**config.mk**
```make
export PLATFORM = sky130hd
export DESIGN_NAME = hazard_ctrl
export DESIGN_NICKNAME = d
export VERILOG_FILES = /design/src/rtl/hazard_pkg.sv /design/src/rtl/hz_stall_detect.sv /design/src/rtl/hz_fwd_pick.sv /design/src/rtl/hz_redirect.sv /design/src/rtl/hazard_ctrl.sv
export SDC_FILE = /design/constraint.sdc
export NUM_CORES = 1
export LEC_CHECK = 0
export BUFFER_PORTS_ARGS = -buffer_cell sky130_fd_sc_hd__buf_4
export CORE_MARGIN = 1
export CORE_UTILIZATION = 36
export DETAILED_ROUTE_END_ITERATION = 8
export PLACE_DENSITY_LB_ADDON = 0.2
export SYNTH_ARGS = -nofsm -noshare
export SYNTH_HDL_FRONTEND = slang
export SYNTH_SLANG_ARGS = --single-unit
```
**constraint.sdc**
```tcl
create_clock -name vclk -period 2.5
set_input_delay 0.625 -clock vclk [all_inputs]
set_output_delay 0.625 -clock vclk [all_outputs]
set_load 0.03 [all_outputs]
```
**src/rtl/hazard_pkg.sv**
```systemverilog
package hazard_pkg;

    localparam int REG_W = 5;
    localparam int CLS_W = 3;
    localparam int SEL_W = 2;

    localparam int POL_NOFWD = 0;
    localparam int POL_FWD   = 1;
    localparam int POL_DSLOT = 2;

    typedef enum logic [CLS_W-1:0] {
        CL_NOP    = 3'd0,
        CL_ALU    = 3'd1,
        CL_LOAD   = 3'd2,
        CL_STORE  = 3'd3,
        CL_BRANCH = 3'd4
    } iclass_e;

    typedef enum logic [SEL_W-1:0] {
        SRC_RF  = 2'd0,
        SRC_MEM = 2'd1,
        SRC_WB  = 2'd2
    } opnd_src_e;

    typedef enum logic [SEL_W-1:0] {
        NPC_SEQ = 2'd0,
        NPC_ID  = 2'd1,
        NPC_EX  = 2'd2
    } npc_e;

    // A stage's contribution as a possible register producer
    typedef struct packed {
        logic             wr;
        logic [REG_W-1:0] rd;
    } prod_t;

    function automatic logic writes_reg(iclass_e c);
        return (c == CL_ALU) || (c == CL_LOAD);
    endfunction

    function automatic prod_t make_prod(iclass_e c, logic [REG_W-1:0] rd);
        prod_t p;
        p.wr = writes_reg(c) && (rd != '0);
        p.rd = rd;
        return p;
    endfunction

    function automatic logic depends_on(prod_t p, logic [REG_W-1:0] src);
        return p.wr && (src != '0) && (p.rd == src);
    endfunction

endpackage

```
**src/rtl/hz_stall_detect.sv**
```systemverilog
module hz_stall_detect
    import hazard_pkg::*;
#(
    parameter int POLICY = POL_FWD
) (
    input  iclass_e          id_cls,
    input  logic [REG_W-1:0] id_rs1,
    input  logic [REG_W-1:0] id_rs2,
    input  iclass_e          ex_cls,
    input  prod_t            ex_p,
    input  prod_t            mem_p,
    output logic             need_stall
);
    localparam bit NO_BYPASS = (POLICY == POL_NOFWD);

    logic id_live, ex_hit, mem_hit;

    always_comb begin
        id_live = (id_cls != CL_NOP);
        ex_hit  = depends_on(ex_p, id_rs1) || depends_on(ex_p, id_rs2);
        mem_hit = depends_on(mem_p, id_rs1) || depends_on(mem_p, id_rs2);
        if (NO_BYPASS) begin
            // value becomes readable only once its producer is in WB
            need_stall = id_live && (ex_hit || mem_hit);
        end else begin
            // only a load result is too late for the EX bypass
            need_stall = id_live && ex_hit && (ex_cls == CL_LOAD);
        end
    end
endmodule

```
**src/rtl/hz_fwd_pick.sv**
```systemverilog
module hz_fwd_pick
    import hazard_pkg::*;
#(
    parameter int POLICY = POL_FWD
) (
    input  logic             clk,
    input  logic             rst,
    input  logic [REG_W-1:0] src,
    input  prod_t            mem_p,
    input  prod_t            wb_p,
    output opnd_src_e        sel
);
    localparam bit BYPASS_ON = (POLICY != POL_NOFWD);

    always_comb begin
        sel = SRC_RF;
        if (BYPASS_ON) begin
            if (depends_on(mem_p, src))      sel = SRC_MEM;
            else if (depends_on(wb_p, src))  sel = SRC_WB;
        end
    end


    r0_never_fwd_chk: assert property (@(posedge clk) disable iff (rst)
        (src == '0) |-> (sel == SRC_RF));


    mem_fwd_match_chk: assert property (@(posedge clk) disable iff (rst)
        (sel == SRC_MEM) |-> (mem_p.wr && mem_p.rd == src));

endmodule

```
**src/rtl/hz_redirect.sv**
```systemverilog
module hz_redirect
    import hazard_pkg::*;
#(
    parameter int POLICY = POL_FWD
) (
    input  iclass_e id_cls,
    input  logic    id_taken,
    input  logic    id_stalled,
    input  iclass_e ex_cls,
    input  logic    ex_taken,
    output npc_e    npc,
    output logic    kill_if,
    output logic    kill_id
);
    logic id_go, ex_go;

    always_comb begin
        id_go   = (id_cls == CL_BRANCH) && id_taken && !id_stalled;
        ex_go   = (ex_cls == CL_BRANCH) && ex_taken;
        npc     = NPC_SEQ;
        kill_if = 1'b0;
        kill_id = 1'b0;
        case (POLICY)
            POL_NOFWD: if (id_go) begin
                npc     = NPC_ID;
                kill_if = 1'b1;
            end
            POL_DSLOT: if (ex_go) begin
                npc     = NPC_EX;
                kill_if = 1'b1;
            end
            default: if (ex_go) begin
                npc     = NPC_EX;
                kill_if = 1'b1;
                kill_id = 1'b1;
            end
        endcase
    end
endmodule

```
**src/rtl/hazard_ctrl.sv**
```systemverilog
module hazard_ctrl
    import hazard_pkg::*;
#(
    parameter int POLICY = POL_FWD
) (
    input  logic             clk,
    input  logic             rst,
    input  logic [CLS_W-1:0] id_cls,
    input  logic [REG_W-1:0] id_rs1,
    input  logic [REG_W-1:0] id_rs2,
    input  logic             id_br_taken,
    input  logic [CLS_W-1:0] ex_cls,
    input  logic [REG_W-1:0] ex_rs1,
    input  logic [REG_W-1:0] ex_rs2,
    input  logic [REG_W-1:0] ex_rd,
    input  logic             ex_br_taken,
    input  logic [CLS_W-1:0] mem_cls,
    input  logic [REG_W-1:0] mem_rd,
    input  logic [CLS_W-1:0] wb_cls,
    input  logic [REG_W-1:0] wb_rd,
    output logic             stall,
    output logic             kill_ifid,
    output logic             kill_idex,
    output logic [SEL_W-1:0] fwd_a,
    output logic [SEL_W-1:0] fwd_b,
    output logic [SEL_W-1:0] pc_sel
);
    localparam int N_OPND = 2;

    iclass_e id_c, ex_c, mem_c, wb_c;
    prod_t   ex_p, mem_p, wb_p;
    logic    raw_stall, br_kill_if, br_kill_id;
    npc_e    npc;

    logic      [REG_W-1:0] ex_src [N_OPND];
    opnd_src_e             pick   [N_OPND];

    always_comb begin
        id_c  = iclass_e'(id_cls);
        ex_c  = iclass_e'(ex_cls);
        mem_c = iclass_e'(mem_cls);
        wb_c  = iclass_e'(wb_cls);
        ex_p  = make_prod(ex_c, ex_rd);
        mem_p = make_prod(mem_c, mem_rd);
        wb_p  = make_prod(wb_c, wb_rd);
        ex_src[0] = ex_rs1;
        ex_src[1] = ex_rs2;
    end

    hz_stall_detect #(.POLICY(POLICY)) u_stall (
        .id_cls     (id_c),
        .id_rs1     (id_rs1),
        .id_rs2     (id_rs2),
        .ex_cls     (ex_c),
        .ex_p       (ex_p),
        .mem_p      (mem_p),
        .need_stall (raw_stall)
    );

    for (genvar k = 0; k < N_OPND; k++) begin : g_opnd
        hz_fwd_pick #(.POLICY(POLICY)) u_pick (
            .clk   (clk),
            .rst   (rst),
            .src   (ex_src[k]),
            .mem_p (mem_p),
            .wb_p  (wb_p),
            .sel   (pick[k])
        );
    end

    hz_redirect #(.POLICY(POLICY)) u_redir (
        .id_cls     (id_c),
        .id_taken   (id_br_taken),
        .id_stalled (raw_stall),
        .ex_cls     (ex_c),
        .ex_taken   (ex_br_taken),
        .npc        (npc),
        .kill_if    (br_kill_if),
        .kill_id    (br_kill_id)
    );

    // a flush of the ID instruction overrides any stall it requested
    always_comb begin
        stall     = !rst && raw_stall && !br_kill_id;
        kill_ifid = !rst && br_kill_if;
        kill_idex = !rst && (br_kill_id || stall);
        pc_sel    = rst ? NPC_SEQ : npc;
        fwd_a     = rst ? SRC_RF : pick[0];
        fwd_b     = rst ? SRC_RF : pick[1];
    end


    load_use_only_chk: assert property (@(posedge clk) disable iff (rst)
        (POLICY != POL_NOFWD && stall) |-> (ex_cls == CL_LOAD));


    slot_survives_chk: assert property (@(posedge clk) disable iff (rst)
        (POLICY == POL_DSLOT && kill_idex) |-> stall);


    id_redirect_clean_chk: assert property (@(posedge clk) disable iff (rst)
        (pc_sel == NPC_ID) |-> (!stall && kill_ifid && id_cls == CL_BRANCH));


    bubble_with_stall_chk: assert property (@(posedge clk) disable iff (rst)
        stall |-> (kill_idex && pc_sel == NPC_SEQ));

endmodule

```
==> flow_summary.ini <==
[outcome]
status = complete, but fails checks
violations = setup timing

[timing]
min_period_over_period_pct = 102
drv_slew = 0
fmax_mhz = 393
finalWorstSetupSlack_ns = -0.0423
finalHoldViolations = 0
whs_ns = 1.51
finalSetupViolCount = 1
min_period_ns = 2.54
rsz0062_at_grt = yes

[floorplan]
ioPinCount = 60
dieWidth_um = 40.4
initial_utilization_pct = 39.9
die_y_um = 40.4
die-area_mm2 = 0.00163
coreArea_mm2 = 0.00133
rows = 13

[synthesis]
synth_area_per_cell_um2 = 6.82
synth_top_area_cell = xor2_1
synthTopCellsByArea = xor2_1 31%, xnor2_1 18%, nor2_1 7.1%
ys_seq_area_share_pct = 0
synth.top_cells.by_count = 19 x xor2_1, 11 x xnor2_1, 10 x nor2_1, 5 x nor3_1, 5 x nor4_1
yosysTopAreaCellShare_pct = 31.3
synthesis.nets = 129
ys_types = 20
yosysMostFrequentCell = xor2_1
synthCells = 78
synthesis.area_um2 = 532
ys_warn_count = 0

[final_layout]
drive_gt1_share_pct = 53.1
register_area_um2 = 0
antenna_cells = 0
clock_buffers = 0
final_cells = 160
nets = 198
syn2layout_area_growth_pct = 111
flops_and_latches = 0

[placed_design]
place_inst = 159
hpwlAfterDp_um = 1680
port_buffers = 57
gp_congestion = 0.726

[pwr]
power_density_mw_per_mm2 = 154
swShare_pct = 40.4
seqPwrFrac_pct = 0
power.internal_mw = 0.103
peakVddDrop_mv = 0.0982
leakage_nw = 0.536
pwr-share-clk_pct = 0
power.switching_mw = 0.0698
share_comb_of_total_power_pct = 100.0

[grt]
grt_use_total_pct = 23.6
grt_pass1_vias = 674
antenna_found_initial = 0
grt_start_max_net_pins = 5
grt_first_pass_wirelength_um = 2670
grt-ovfl-total = 0

[cts]
hold_buffers = 0

[drt]
drc_errors = 0
first_pass_iters = 4
drt_iter0_drc = 4
wl_um = 1980
wire_per_inst_um = 12.4
ant_nets = 0
vias_per_cell = 5.12
vias = 819

[setup_path]
required_ns = 1.88
cp_max_fo = 2
worstSetupStartpointType = input port
worstSetupPathType = input port to primary output
worstPathArrival_ns = 1.92
cp-end-kind = primary output

[min_path]
min_path_type = input port to primary output

[job]
maxCapViolations = 0
-- metal layers --
metal  wire length (um)  global-route usage (%)
met5                  0                       0
met1                737                    24.4
met3                154                    1.11
met2               1080                    51.2
met4                  0                    1.67
-- kinds of logic after synthesis --
family,share of synthesized area (%)
AOI/OAI and AO/OA,8.47
other,0.705
and+or+nand+nor,38.6
xor gates and xnor gates,49.4
buffers and inverters,2.82
-- critical path: stages --
cell	delay [ns]
buf_6	0.09
xnor2_2	0.12
a211o_1	0.25
or4_4	0.53
and3_4	0.17
buf_6	0.13
-- layout by cell type (no fill, tap or decap) --
cell type / n
buf_4: 62
nand3_1: 4
o211ai_1: 1
nor4_1: 5
or2_2: 2
and3_4: 1
nor4b_4: 1
nor2_2: 1
xnor2_1: 9
buf_6: 7
a211o_1: 1
or4_1: 3
nor3_1: 5
xor2_1: 19
nand4b_1: 1
or4_4: 1
xnor2_2: 2
o22ai_1: 1
a22oi_1: 1
o21ai_0: 3
conb_1: 1
nor2_1: 9
nor4bb_1: 1
nand2_1: 4
-- per-stage QoR --
stage	setup TNS [ns]	setup WS, ns	area [um2]	power [mW]	util [%]
floorplan	0	0.0587	541	0.0598	-
detailed placement	-0.295	-0.185	1050	0.162	79.1
CTS	-0.0431	-0.0431	1100	0.169	82.3
global placement	-0.243	-0.158	1050	0.157	79.1
finish	-0.0423	-0.0423	1120	0.173	84.1
global route	-0.123	-0.0858	1120	0.188	84.1
-- path summary, 6_finish.rpt --
kind | start | end | slack, ns | cells past startpoint
hold / removal | rst | fwd_b[0] | 1.51 | 3
setup / recovery | mem_cls[1] | fwd_b[1] | -0.04 | 6
-- power groups by stage --
stage          sequential, mW  combinational [mW]  clock, mW
6_report                    0               0.173          0
2_1_floorplan               0              0.0598          0
3_5_place_dp                0               0.162          0
3_3_place_gp                0               0.157          0
5_1_grt                     0               0.188          0
4_1_cts                     0               0.169          0
-- final cells by class --
cell class | instances | area (um2)
timing repair buffer | 69 | 544
fill | 85 | 213
tap | 15 | 18.8
multi-input combinational | 76 | 558
-- repair_timing --
item                                    CTS  global route
endpoints found under the setup margin    2             3
pin swaps                                 3             6
resized for setup                         7             5
buffers inserted                          1             0
(Power assumes the default switching activity.)
